[src/rtl/clkrst_pkg.sv]
package clkrst_pkg;

    localparam int REG_W      = 32;
    localparam int LINES      = 64;
    localparam int ADDR_W     = 12;
    localparam int RST_BASE   = 'h040;
    localparam int STOP_BASE  = 'h080;
    localparam int REG_STRIDE = 'h10;
    localparam int CLR_OFS    = 4;

    // Which alias of a register an access targets
    typedef enum logic {
        ALIAS_SET = 1'b0,
        ALIAS_CLR = 1'b1
    } alias_e;

    // Decode result for one register
    typedef struct packed {
        logic   hit;
        alias_e kind;
    } acc_t;

    function automatic int alias_addr(input int base, input int k, input alias_e kind);
        return base + k * REG_STRIDE + ((kind == ALIAS_CLR) ? CLR_OFS : 0);
    endfunction

endpackage

[src/rtl/clkrst_addr_dec.sv]
module clkrst_addr_dec
    import clkrst_pkg::*;
#(
    parameter int ADDR_W_P    = clkrst_pkg::ADDR_W,
    parameter int N_REGS      = 2,
    parameter int RST_BASE_P  = clkrst_pkg::RST_BASE,
    parameter int STOP_BASE_P = clkrst_pkg::STOP_BASE
) (
    input  logic                 sel,
    input  logic [ADDR_W_P-1:0]  addr,
    output acc_t [N_REGS-1:0]    rst_acc,
    output acc_t [N_REGS-1:0]    stop_acc
);

    always_comb begin
        for (int k = 0; k < N_REGS; k++) begin
            rst_acc[k]  = '{hit: 1'b0, kind: ALIAS_SET};
            stop_acc[k] = '{hit: 1'b0, kind: ALIAS_SET};
            if (sel) begin
                if (addr == ADDR_W_P'(alias_addr(RST_BASE_P, k, ALIAS_SET)))
                    rst_acc[k] = '{hit: 1'b1, kind: ALIAS_SET};
                else if (addr == ADDR_W_P'(alias_addr(RST_BASE_P, k, ALIAS_CLR)))
                    rst_acc[k] = '{hit: 1'b1, kind: ALIAS_CLR};
                if (addr == ADDR_W_P'(alias_addr(STOP_BASE_P, k, ALIAS_SET)))
                    stop_acc[k] = '{hit: 1'b1, kind: ALIAS_SET};
                else if (addr == ADDR_W_P'(alias_addr(STOP_BASE_P, k, ALIAS_CLR)))
                    stop_acc[k] = '{hit: 1'b1, kind: ALIAS_CLR};
            end
        end
    end

endmodule

[src/rtl/clkrst_sc_reg.sv]
module clkrst_sc_reg #(
    parameter int          W       = 32,
    parameter logic [W-1:0] RST_VAL = '0
) (
    input  logic         clk,
    input  logic         rst,
    input  logic         set_stb,
    input  logic         clr_stb,
    input  logic [W-1:0] mask,
    output logic [W-1:0] q,
    output logic [W-1:0] q_next
);

    logic [W-1:0] set_bits, clr_bits;

    // Clear takes priority if both strobes arrive together
    always_comb begin
        set_bits = set_stb ? mask : '0;
        clr_bits = clr_stb ? mask : '0;
        q_next   = (q | set_bits) & ~clr_bits;
    end

    always_ff @(posedge clk) begin
        if (rst) q <= RST_VAL;
        else     q <= q_next;
    end

    AST_SET_MERGE: assert property (@(posedge clk) disable iff (rst)
        (set_stb && !clr_stb) |=> (((q & $past(mask)) == $past(mask)) &&
                                   ((q & ~$past(mask)) == ($past(q) & ~$past(mask)))));
    AST_CLR_MERGE: assert property (@(posedge clk) disable iff (rst)
        clr_stb |=> (((q & $past(mask)) == '0) &&
                     ((q & ~$past(mask)) == ($past(q) & ~$past(mask)))));
    AST_IDLE_HOLD: assert property (@(posedge clk) disable iff (rst)
        (!set_stb && !clr_stb) |=> $stable(q));

endmodule

[src/rtl/clkrst_ctrl_bank.sv]
module clkrst_ctrl_bank
    import clkrst_pkg::*;
#(
    parameter int               REG_W_P     = clkrst_pkg::REG_W,
    parameter int               LINES_P     = clkrst_pkg::LINES,
    parameter int               ADDR_W_P    = clkrst_pkg::ADDR_W,
    parameter int               RST_BASE_P  = clkrst_pkg::RST_BASE,
    parameter int               STOP_BASE_P = clkrst_pkg::STOP_BASE,
    parameter logic [63:0]      INV_MASK    = 64'h0000_0000_0000_4000
) (
    input  logic                 clk,
    input  logic                 rst,
    input  logic                 bus_sel,
    input  logic                 bus_we,
    input  logic [ADDR_W_P-1:0]  bus_addr,
    input  logic [REG_W_P-1:0]   bus_wdata,
    output logic [REG_W_P-1:0]   bus_rdata,
    output logic [LINES_P-1:0]   rst_o,
    output logic [LINES_P-1:0]   clk_en_o
);

    localparam int                 N_REGS   = LINES_P / REG_W_P;
    localparam logic [LINES_P-1:0] POL      = INV_MASK[LINES_P-1:0];
    localparam logic [LINES_P-1:0] STOP_RST = ~POL;
    localparam logic [LINES_P-1:0] EN_RST   = ~STOP_RST ^ POL;

    acc_t [N_REGS-1:0] rst_acc, stop_acc;

    logic [N_REGS-1:0][REG_W_P-1:0] rst_q, rst_d, stop_q, stop_d;
    logic [LINES_P-1:0]             clk_en_q;

    clkrst_addr_dec #(
        .ADDR_W_P    (ADDR_W_P),
        .N_REGS      (N_REGS),
        .RST_BASE_P  (RST_BASE_P),
        .STOP_BASE_P (STOP_BASE_P)
    ) u_dec (
        .sel      (bus_sel),
        .addr     (bus_addr),
        .rst_acc  (rst_acc),
        .stop_acc (stop_acc)
    );

    for (genvar k = 0; k < N_REGS; k++) begin : g_reg
        clkrst_sc_reg #(
            .W       (REG_W_P),
            .RST_VAL ({REG_W_P{1'b1}})
        ) u_rst (
            .clk     (clk),
            .rst     (rst),
            .set_stb (bus_we && rst_acc[k].hit && rst_acc[k].kind == ALIAS_SET),
            .clr_stb (bus_we && rst_acc[k].hit && rst_acc[k].kind == ALIAS_CLR),
            .mask    (bus_wdata),
            .q       (rst_q[k]),
            .q_next  (rst_d[k])
        );

        clkrst_sc_reg #(
            .W       (REG_W_P),
            .RST_VAL (STOP_RST[k*REG_W_P +: REG_W_P])
        ) u_stop (
            .clk     (clk),
            .rst     (rst),
            .set_stb (bus_we && stop_acc[k].hit && stop_acc[k].kind == ALIAS_SET),
            .clr_stb (bus_we && stop_acc[k].hit && stop_acc[k].kind == ALIAS_CLR),
            .mask    (bus_wdata),
            .q       (stop_q[k]),
            .q_next  (stop_d[k])
        );
    end

    // Enable flops load the polarity-corrected next state
    always_ff @(posedge clk) begin
        if (rst) clk_en_q <= EN_RST;
        else     clk_en_q <= ~stop_d ^ POL;
    end

    assign rst_o    = rst_q;
    assign clk_en_o = clk_en_q;

    logic any_hit;
    always_comb begin
        bus_rdata = '0;
        any_hit   = 1'b0;
        for (int k = 0; k < N_REGS; k++) begin
            if (rst_acc[k].hit)  bus_rdata = rst_q[k];
            if (stop_acc[k].hit) bus_rdata = stop_q[k];
            any_hit = any_hit | rst_acc[k].hit | stop_acc[k].hit;
        end
    end

    AST_CLKEN_POLARITY: assert property (@(posedge clk) disable iff (rst)
        clk_en_q == (~stop_q ^ POL));
    AST_UNMAPPED_ZERO: assert property (@(posedge clk) disable iff (rst)
        (bus_sel && !any_hit) |-> bus_rdata == '0);
    AST_NO_WRITE_STABLE: assert property (@(posedge clk) disable iff (rst)
        !(bus_sel && bus_we) |=> ($stable(rst_o) && $stable(clk_en_o)));

endmodule

[config.mk]
export PLATFORM = sky130hd
export DESIGN_NAME = clkrst_ctrl_bank
export DESIGN_NICKNAME = d
export VERILOG_FILES = /design/src/rtl/clkrst_pkg.sv /design/src/rtl/clkrst_addr_dec.sv /design/src/rtl/clkrst_sc_reg.sv /design/src/rtl/clkrst_ctrl_bank.sv
export SDC_FILE = /design/constraint.sdc
export NUM_CORES = 1
export LEC_CHECK = 0
export CORE_AREA = 2 2 124 126
export CTS_CLUSTER_DIAMETER = 80
export DETAILED_ROUTE_END_ITERATION = 10
export DIE_AREA = 0 0 126 128
export DONT_BUFFER_PORTS = 1
export HOLD_SLACK_MARGIN = 0.15
export PLACE_DENSITY_LB_ADDON = 0.3
export SYNTH_ARGS = -nofsm -noshare
export SYNTH_HDL_FRONTEND = slang
export SYNTH_HIERARCHICAL = 1
export SYNTH_SLANG_ARGS = --single-unit
[constraint.sdc]
create_clock -name clk -period 3.1 [get_ports clk]
set_input_delay 0.465 -clock clk [delete_from_list [all_inputs] [get_ports clk]]
set_output_delay 0.465 -clock clk [all_outputs]
set_load 0.01 [all_outputs]
==> results of run 1 <==
[placed cells by master, fill, tap and decap left out, types with 6 or more instances in the layout]
cell and n:
dfxtp_1 192, a21oi_1 155, and2_1 127, nor2_1 126
o21bai_1 115, a22oi_1 31, o22ai_1 31, buf_4 25
clkbuf_16 17, o21bai_2 12, nor4_1 7, buf_12 6
[critical path, cell delays in order]
cell     delay (ns)
or4_1          0.68
nor4_1         0.50
nor2b_4        0.28
buf_4          0.24
a22oi_1        0.10
a21oi_1        0.28
[routing by layer]
layer  global-route usage, %  routed length, um  vias up
li1                        -                  -     3108
met1                   35.37               9690     3131
met2                   43.96              10500      295
met3                   7.679               1841       38
met4                   9.308                406        0
met5                       0                  0        -
[final timing paths]
check	start	to	slack, ns
max	bus_addr[8]	bus_rdata[14]	0.07
min reg2reg	g_reg[1].u_stop/q[0]	g_reg[1].u_stop/q[0]	0.53
min	rst	g_reg[1].u_rst/q[30]	0.16
max reg2reg	g_reg[0].u_stop/q[14]	clk_en_o[14]	2.31
[cell type report]
| class | count | area share [%] |
|---|---|---|
| tap | 188 | 2.649 |
| sequential | 192 | 43.29 |
| inverter | 2 | 0.08454 |
| clock buffer | 22 | 5.340 |
| timing repair buffer | 36 | 4.424 |
| clock inverter | 9 | 1.465 |
| multi-input combinational | 639 | 42.75 |
[power by group through the flow]
stage                     sequential, W  clock (W)  combinational, W
after floorplan                 0.00252          0         0.0000612
after global placement          0.00252          0         0.0000369
after detailed placement        0.00252          0         0.0000369
after CTS                       0.00247    0.00229         0.0000869
after global routing            0.00246    0.00239         0.0000921
final                           0.00247    0.00226         0.0000872
[per-stage QoR]
step	setup WS, ns	cell area (um^2)	power (W)	utilization, %	hold WS [ns]
floorplan	0.09248	8065	0.002583	-	0.4929
global placement	0.2558	8190	0.002559	55.10	0.5054
detailed placement	0.1595	8190	0.002559	55.10	0.5186
CTS	0.1298	8880	0.004842	59.74	0.1543
global route	0.04255	8880	0.004945	59.74	0.1605
finish	0.07154	8880	0.004810	59.74	0.1633
[sequential cells by signal, indices dropped and copies added (netlist names)]
| name | count |
|---|---|
| clk_en_o | 64 |
| g.u_rst/q | 64 |
| g.u_stop/q | 64 |
[timing repair]
item                                   4_1_cts  5_1_grt
buffers inserted                             0        0
endpoints found under the hold margin       98        0
hold buffers                                 5        0
==> results.toml, run 1 <==
[placement]
hpwl_um = 13840
place_congestion = 0.7861
placed_cells = 1052
io_buffers = 0

[worst_hold_path]
min_path_cells = 1
hp-class = "input port to flip-flop"

[clock_tree]
cts.reportedPaths.clkPinSlew_ns = 0.06
cts_buffers = 17
cts_buffer_depth = 2
clockRootBuffer = "clkbuf_16"
clock_sinks = 192
ctsResizeCount = 0
clk_latency_ns = 0.43
h-tree-depth = 4
tritoncts = "done"

[sta]
max_freq_mhz = 330.2
hold_violations = 0
period_needed_ns = 3.028
period_share_pct = 97.69
finalSetupViolCount = 0
rsz0062_at_grt = "no"
fin_setup_tns_ns = 0
worstMarginPinSlew_ns = 1.012
skew_ns = 0.006352
slew_violations = 0
timing.slew.headroom_pct = 32.34

[pwr]
p_sw_share_pct = 20.20
leakagePower_nw = 3.817
p_int_w = 0.003838
clkPwrFrac_pct = 46.9
seq_power_share_pct = 51.3
powerDensity_mw_per_mm2 = 541.6
p_sw_w = 0.0009717
ir_drop_uv = 380.3
pwr-share-comb_pct = 1.8

[cells_and_area]
syn2layout_area_growth_pct = 10.10
multi_input_area_mm2 = 0.003796
stdcell_count = 1088
num-fill-cells = 1320
n_antenna_cell = 0
finalNetCount = 936
drive_gt1_share_pct = 10.00
seqCellArea_mm2 = 0.003844

[floorplanning]
boundaryPins = 208
num_rows = 45
fp.coreArea_mm2 = 0.01486
die_h_um = 128
initial_core_util_pct = 54.26
die_area_mm2 = 0.01613
fp.dieW_um = 126

[routing]
vias = 6572
dr.pass1.iters = 5
vias_per_cell = 6.040
drt-wirelength-per-cell_um = 20.62
antenna_left = 0
wl_um = 22430
drc = 0
drtIter0Drc = 548

[synth]
ys_warn_count = 6
syn_area_mm2 = 0.008065
syn_inst = 894
syn-num-nets = 942
syn_area_per_cell_um2 = 9.022

[grt]
grt_pass1_vias = 6244
track_usage_pct = 27.26
grt_antenna_before_repair = 0
grt_max_degree = 99
overflow = 0
grt_pass1_wl_um = 34540

[status]
status = "complete, no violations"

[setup_path]
r2r.worst_path.cells = 3
arrival_ns = 2.56
critPathLaunchType = "input port"
cp-end-kind = "output pin"
required_ns = 2.63
worst-path-max-fanout = 12
criticalPathCategory = "input port to output pin"

[flow_run]
maxCapViolCount = 0
No activity file was read; power rests on OpenSTA's default activity.
==> run 2, diff against run 1 <==
ABC_AREA = 1   (was not set)
CAP_MARGIN = 10   (was not set)
CORE_AREA = 2 2 131 133   (was 2 2 124 126)
DIE_AREA = 0 0 133 135   (was 0 0 126 128)
==> results.toml, run 2 <==
[sta]
period_needed_ns = 2.299
worstMarginPinSlew_ns = 1.234
finalSetupViolCount = 0
timing.slew.headroom_pct = 17.63
period_share_pct = 74.16
skew_ns = 0.005777
hold_violations = 0
rsz0062_at_grt = "no"
max_freq_mhz = 435.0
fin_worst_hold_slack_ns = 0.1828
fin_setup_tns_ns = 0
slew_violations = 0

[clock_tree]
tritoncts = "done"
clockRootBuffer = "clkbuf_16"
clock_sinks = 192
cts_buffers = 17
cts.reportedPaths.clkPinSlew_ns = 0.07
clk_latency_ns = 0.43
h-tree-depth = 4
post-cts-setup-buffers = 0
cts_buffer_depth = 2

[routing]
drc = 0
vias = 8299
drtIter0Drc = 576
drt-wirelength-per-cell_um = 15.31
antenna_left = 0
vias_per_cell = 4.961
dr.pass1.iters = 5
wl_um = 25610

[setup_path]
required_ns = 2.63
critPathLaunchType = "input port"
worst-path-max-fanout = 34
criticalPathCategory = "input port to output pin"
arrival_ns = 1.83
cp-end-kind = "output pin"
r2r_slack_ns = 2.33

[cells_and_area]
num-fill-cells = 1571
syn2layout_area_growth_pct = 6.547
layout_common_cells = "775 x nand2_1, 210 x inv_1, 192 x dfxtp_1, 110 x nor2_1, 36 x nand3_1"
drive_gt1_share_pct = 6.469
final_area_mm2 = 0.009733
finalNetCount = 1489
layout_commonest_cell = "nand2_1"
n_antenna_cell = 0
finalCoreUtilization_pct = 59.32

[placement]
placed_area_mm2 = 0.009128
hpwl_um = 16890
io_buffers = 0
place_congestion = 0.8461

[worst_hold_path]
hp-class = "input port to flip-flop"

[floorplanning]
die_area_mm2 = 0.01796
fp.coreArea_mm2 = 0.01641
fp.dieW_um = 133
initial_core_util_pct = 55.68
boundaryPins = 208
die_h_um = 135
num_rows = 47

[pwr]
ir_drop_uv = 397.6
power_w = 0.004724
leakagePower_nw = 5.247
powerDensity_mw_per_mm2 = 485.4

[grt]
grt_max_degree = 66
grt_pass1_wl_um = 39560
grt_pass1_vias = 7492
grt_antenna_before_repair = 0
track_usage_pct = 28.28
overflow = 0

[synth]
syn_inst = 1467
syn-num-nets = 1515
syn_area_per_cell_um2 = 6.227
ys_warn_count = 6
syn_area_mm2 = 0.009135

[status]
status = "complete, no violations"

[flow_run]
maxCapViolCount = 0
run 2: final cells by class:
class / instances / area, um^2 / share of cell area (%)
Timing Repair Buffer: 23 / 255.2 / 2.622
Sequential cell: 192 / 3844 / 39.49
Tap cell: 220 / 275.3 / 2.828
Clock buffer: 20 / 446.7 / 4.589
Clock inverter: 11 / 131.4 / 1.350
Multi-Input combinational cell: 995 / 3973 / 40.82
Inverter: 212 / 808.3 / 8.304
run 2: power breakdown:
group	switching (W)	total, W	internal (W)
clock network	0.000975	0.00219	0.00121
logic	0.0000588	0.0000699	0.0000111
registers	0.00000000278	0.00246	0.00246
total	0.00103	0.00472	0.00369
run 2: worst max-delay path: stages:
cell and delay (ns):
inv_1 0.03, nand2_1 0.05, nor2_2 0.12, nand2_1 0.25, nor2_4 0.19, buf_4 0.39, nor2_1 0.13, nand2_1 0.10
nand2_1 0.10
run 2: final timing paths:
check                         from               endpoint  cells past startpoint
max                    bus_addr[8]          bus_rdata[30]                      9
min                  bus_wdata[30]   g_reg[0].u_rst/q[30]                      3
max reg2reg    g_reg[0].u_rst/q[5]    g_reg[0].u_rst/q[5]                      4
min reg2reg  g_reg[0].u_stop/q[11]  g_reg[0].u_stop/q[11]                      4
run 2: metal layers:
layer	wire [um]	global-route usage, %	vias to the layer above
li1	-	-	4192
met1	10370	32.65	3766
met2	12430	48.99	301
met3	2300	9.535	40
met4	513	10.16	0
met5	0	0	-
run 2: timing repair:
item | 4_1_cts | 5_1_grt
hold buffers | 1 | 0
resized for setup | 0 | 0
hold endpoints to repair | 65 | 0
run 2: stage by stage:
step	std cells	setup WS [ns]
after floorplan	1467	0.8998
after global placement	1641	0.7732
after detailed placement	1641	0.7659
after CTS	1673	0.7948
after global routing	1673	0.6440
final	1673	0.8010
==> run 3, diff against run 2 <==
CORE_AREA = 2 2 129 131   (was 2 2 131 133)
DIE_AREA = 0 0 131 133   (was 0 0 133 135)
clock period = 2.2 ns   (was 3.1 ns; I/O delays follow)
==> results.toml, run 3 (same netlist as run 2, synthesis figures left out) <==
[sta]
finalSetupViolCount = 0
hold_violations = 0
fin_setup_tns_ns = 0
skew_ns = 0.004221
slew_violations = 0
max_freq_mhz = 522.6
worstMarginPinSlew_ns = 0.6719
period_needed_ns = 1.913
timing.slew.headroom_pct = 55.16
period_share_pct = 86.97
rsz0062_at_grt = "no"

[pwr]
powerDensity_mw_per_mm2 = 671.0
ir_drop_uv = 543.0
leakagePower_nw = 5.453

[placement]
hpwl_um = 16580
place_congestion = 0.8534
io_buffers = 0

[setup_path]
criticalPathCategory = "input port to output pin"
slowest_stage = "buf_4"
cp_cell_sequence = "inv_1 -> nand2_1 -> nor2_2 -> nand2_2 -> nor2_4 -> buf_4 -> a21oi_1 -> nand2_1 -> nand2_1 -> nand2_1"
worst-path-max-fanout = 17
crit_top_cell = "nand2_1"
required_ns = 1.87
arrival_ns = 1.58
cp-end-kind = "output pin"
slowest_delay_ns = 0.29
critPathLaunchType = "input port"

[floorplanning]
fp.dieW_um = 131
initial_core_util_pct = 56.49
die_h_um = 133
num_rows = 47
die_area_mm2 = 0.01742
boundaryPins = 208
fp.coreArea_mm2 = 0.01617

[grt]
grt_antenna_before_repair = 0
track_usage_pct = 29.88
grt_max_degree = 66
grt_pass1_wl_um = 40650
overflow = 0
grt_use_met3_pct = 9.422
use_met2_pct = 49.88
use_met1_pct = 35.43
grt_pass1_vias = 7984
top_usage_layer = "met2"

[routing]
vias = 8395
drtIter0Drc = 552
vias_per_cell = 4.898
drc = 0
dr.pass1.iters = 5
wl_um = 25710
antenna_left = 0
drt-wirelength-per-cell_um = 15.00

[clock_tree]
clock_sinks = 192
h-tree-depth = 4
tritoncts = "done"
clk_latency_ns = 0.43
clockRootBuffer = "clkbuf_16"
cts.reportedPaths.clkPinSlew_ns = 0.06
cts_buffer_depth = 2
cts_buffers = 17

[cells_and_area]
layout_common_cells = "774 x nand2_1, 210 x inv_1, 192 x dfxtp_1, 110 x nor2_1, 36 x nand3_1"
num-fill-cells = 1480
finalCoreUtilization_pct = 62.90
seqCellArea_mm2 = 0.003844
multi_input_area_mm2 = 0.003978
drive_gt1_share_pct = 7.028
finalNetCount = 1532
n_antenna_cell = 0
layout_commonest_cell = "nand2_1"
syn2layout_area_growth_pct = 11.36

[status]
status = "complete, no violations"

[worst_hold_path]
hp-class = "input port to flip-flop"

[flow_run]
maxCapViolCount = 0
==> run 3: changes by cell type in the layout (fill, tap and decap cells not counted), moves of 2 or more <==
cell	change
clkinv_4	-2
dlygate4sd3_1	+33
buf_12	+2
and3_2	+2
and3_1	-2
buf_4	+8
==> run 3: timing repair <==
item,CTS,global route
hold buffers,34,0
setup endpoints to repair,0,1
gates resized for setup,0,1
setup buffers,0,2
endpoints found under the hold margin,192,0
==> run 3: path summary, 6_finish.rpt <==
check / cells past startpoint / slack [ns] / endpoint / from
setup / recovery: 10 / 0.29 / bus_rdata[31] / bus_addr[8]
hold / removal: 2 / 0.17 / g_reg[1].u_stop/q[4] / rst
setup reg to reg: 6 / 0.97 / clk_en_o[39] / g_reg[1].u_stop/q[7]
hold reg to reg: 4 / 0.55 / g_reg[1].u_stop/q[23] / g_reg[1].u_stop/q[23]
==> run 3: through the flow <==
stage | worst slack [ns] | instance area, um^2 | std cells | power [W] | hold slack (ns)
after global routing | 0.08980 | 10170 | 1714 | 0.007019 | 0.1623
after CTS | 0.1372 | 10150 | 1712 | 0.006863 | 0.1572
after floorplan | 0.1348 | 9135 | 1467 | 0.003614 | 0.4024
after global placement | 0.1962 | 9215 | 1649 | 0.003633 | 0.4026
final | 0.2866 | 10170 | 1714 | 0.006826 | 0.1715
after detailed placement | 0.1540 | 9215 | 1649 | 0.003633 | 0.4020
==> run 3: worst max-delay path: cells and delay by family <==
family	cells	cell delay [ns]
AND/OR/NAND/NOR	7	0.84
buffers and inverters	2	0.32
AO/OA/AOI/OAI	1	0.07
==> run 3: final cells by class <==
class                      count  area share [%]
multi-input combinational    995           39.10
sequential                   192           37.79
inverter                     212           7.946
timing repair buffer          66           6.740
clock buffer                  20           4.391
tap                          220           2.706
clock inverter                 9           1.328
==> run 3: where the power goes <==
group           switching, W  internal [W]
registers      0.00000000385       0.00347
logic               0.000156     0.0000632
clock network        0.00133       0.00181
==> run 3: layer usage <==
| layer | share of wire (%) | vias to the layer above | routed length, um |
|---|---|---|---|
| met5 | 0 | - | 0 |
| met4 | 2.1 | 0 | 548 |
| met3 | 9.0 | 45 | 2318 |
| met2 | 49 | 307 | 12590 |
| met1 | 40 | 3771 | 10260 |
| li1 | - | 4272 | - |
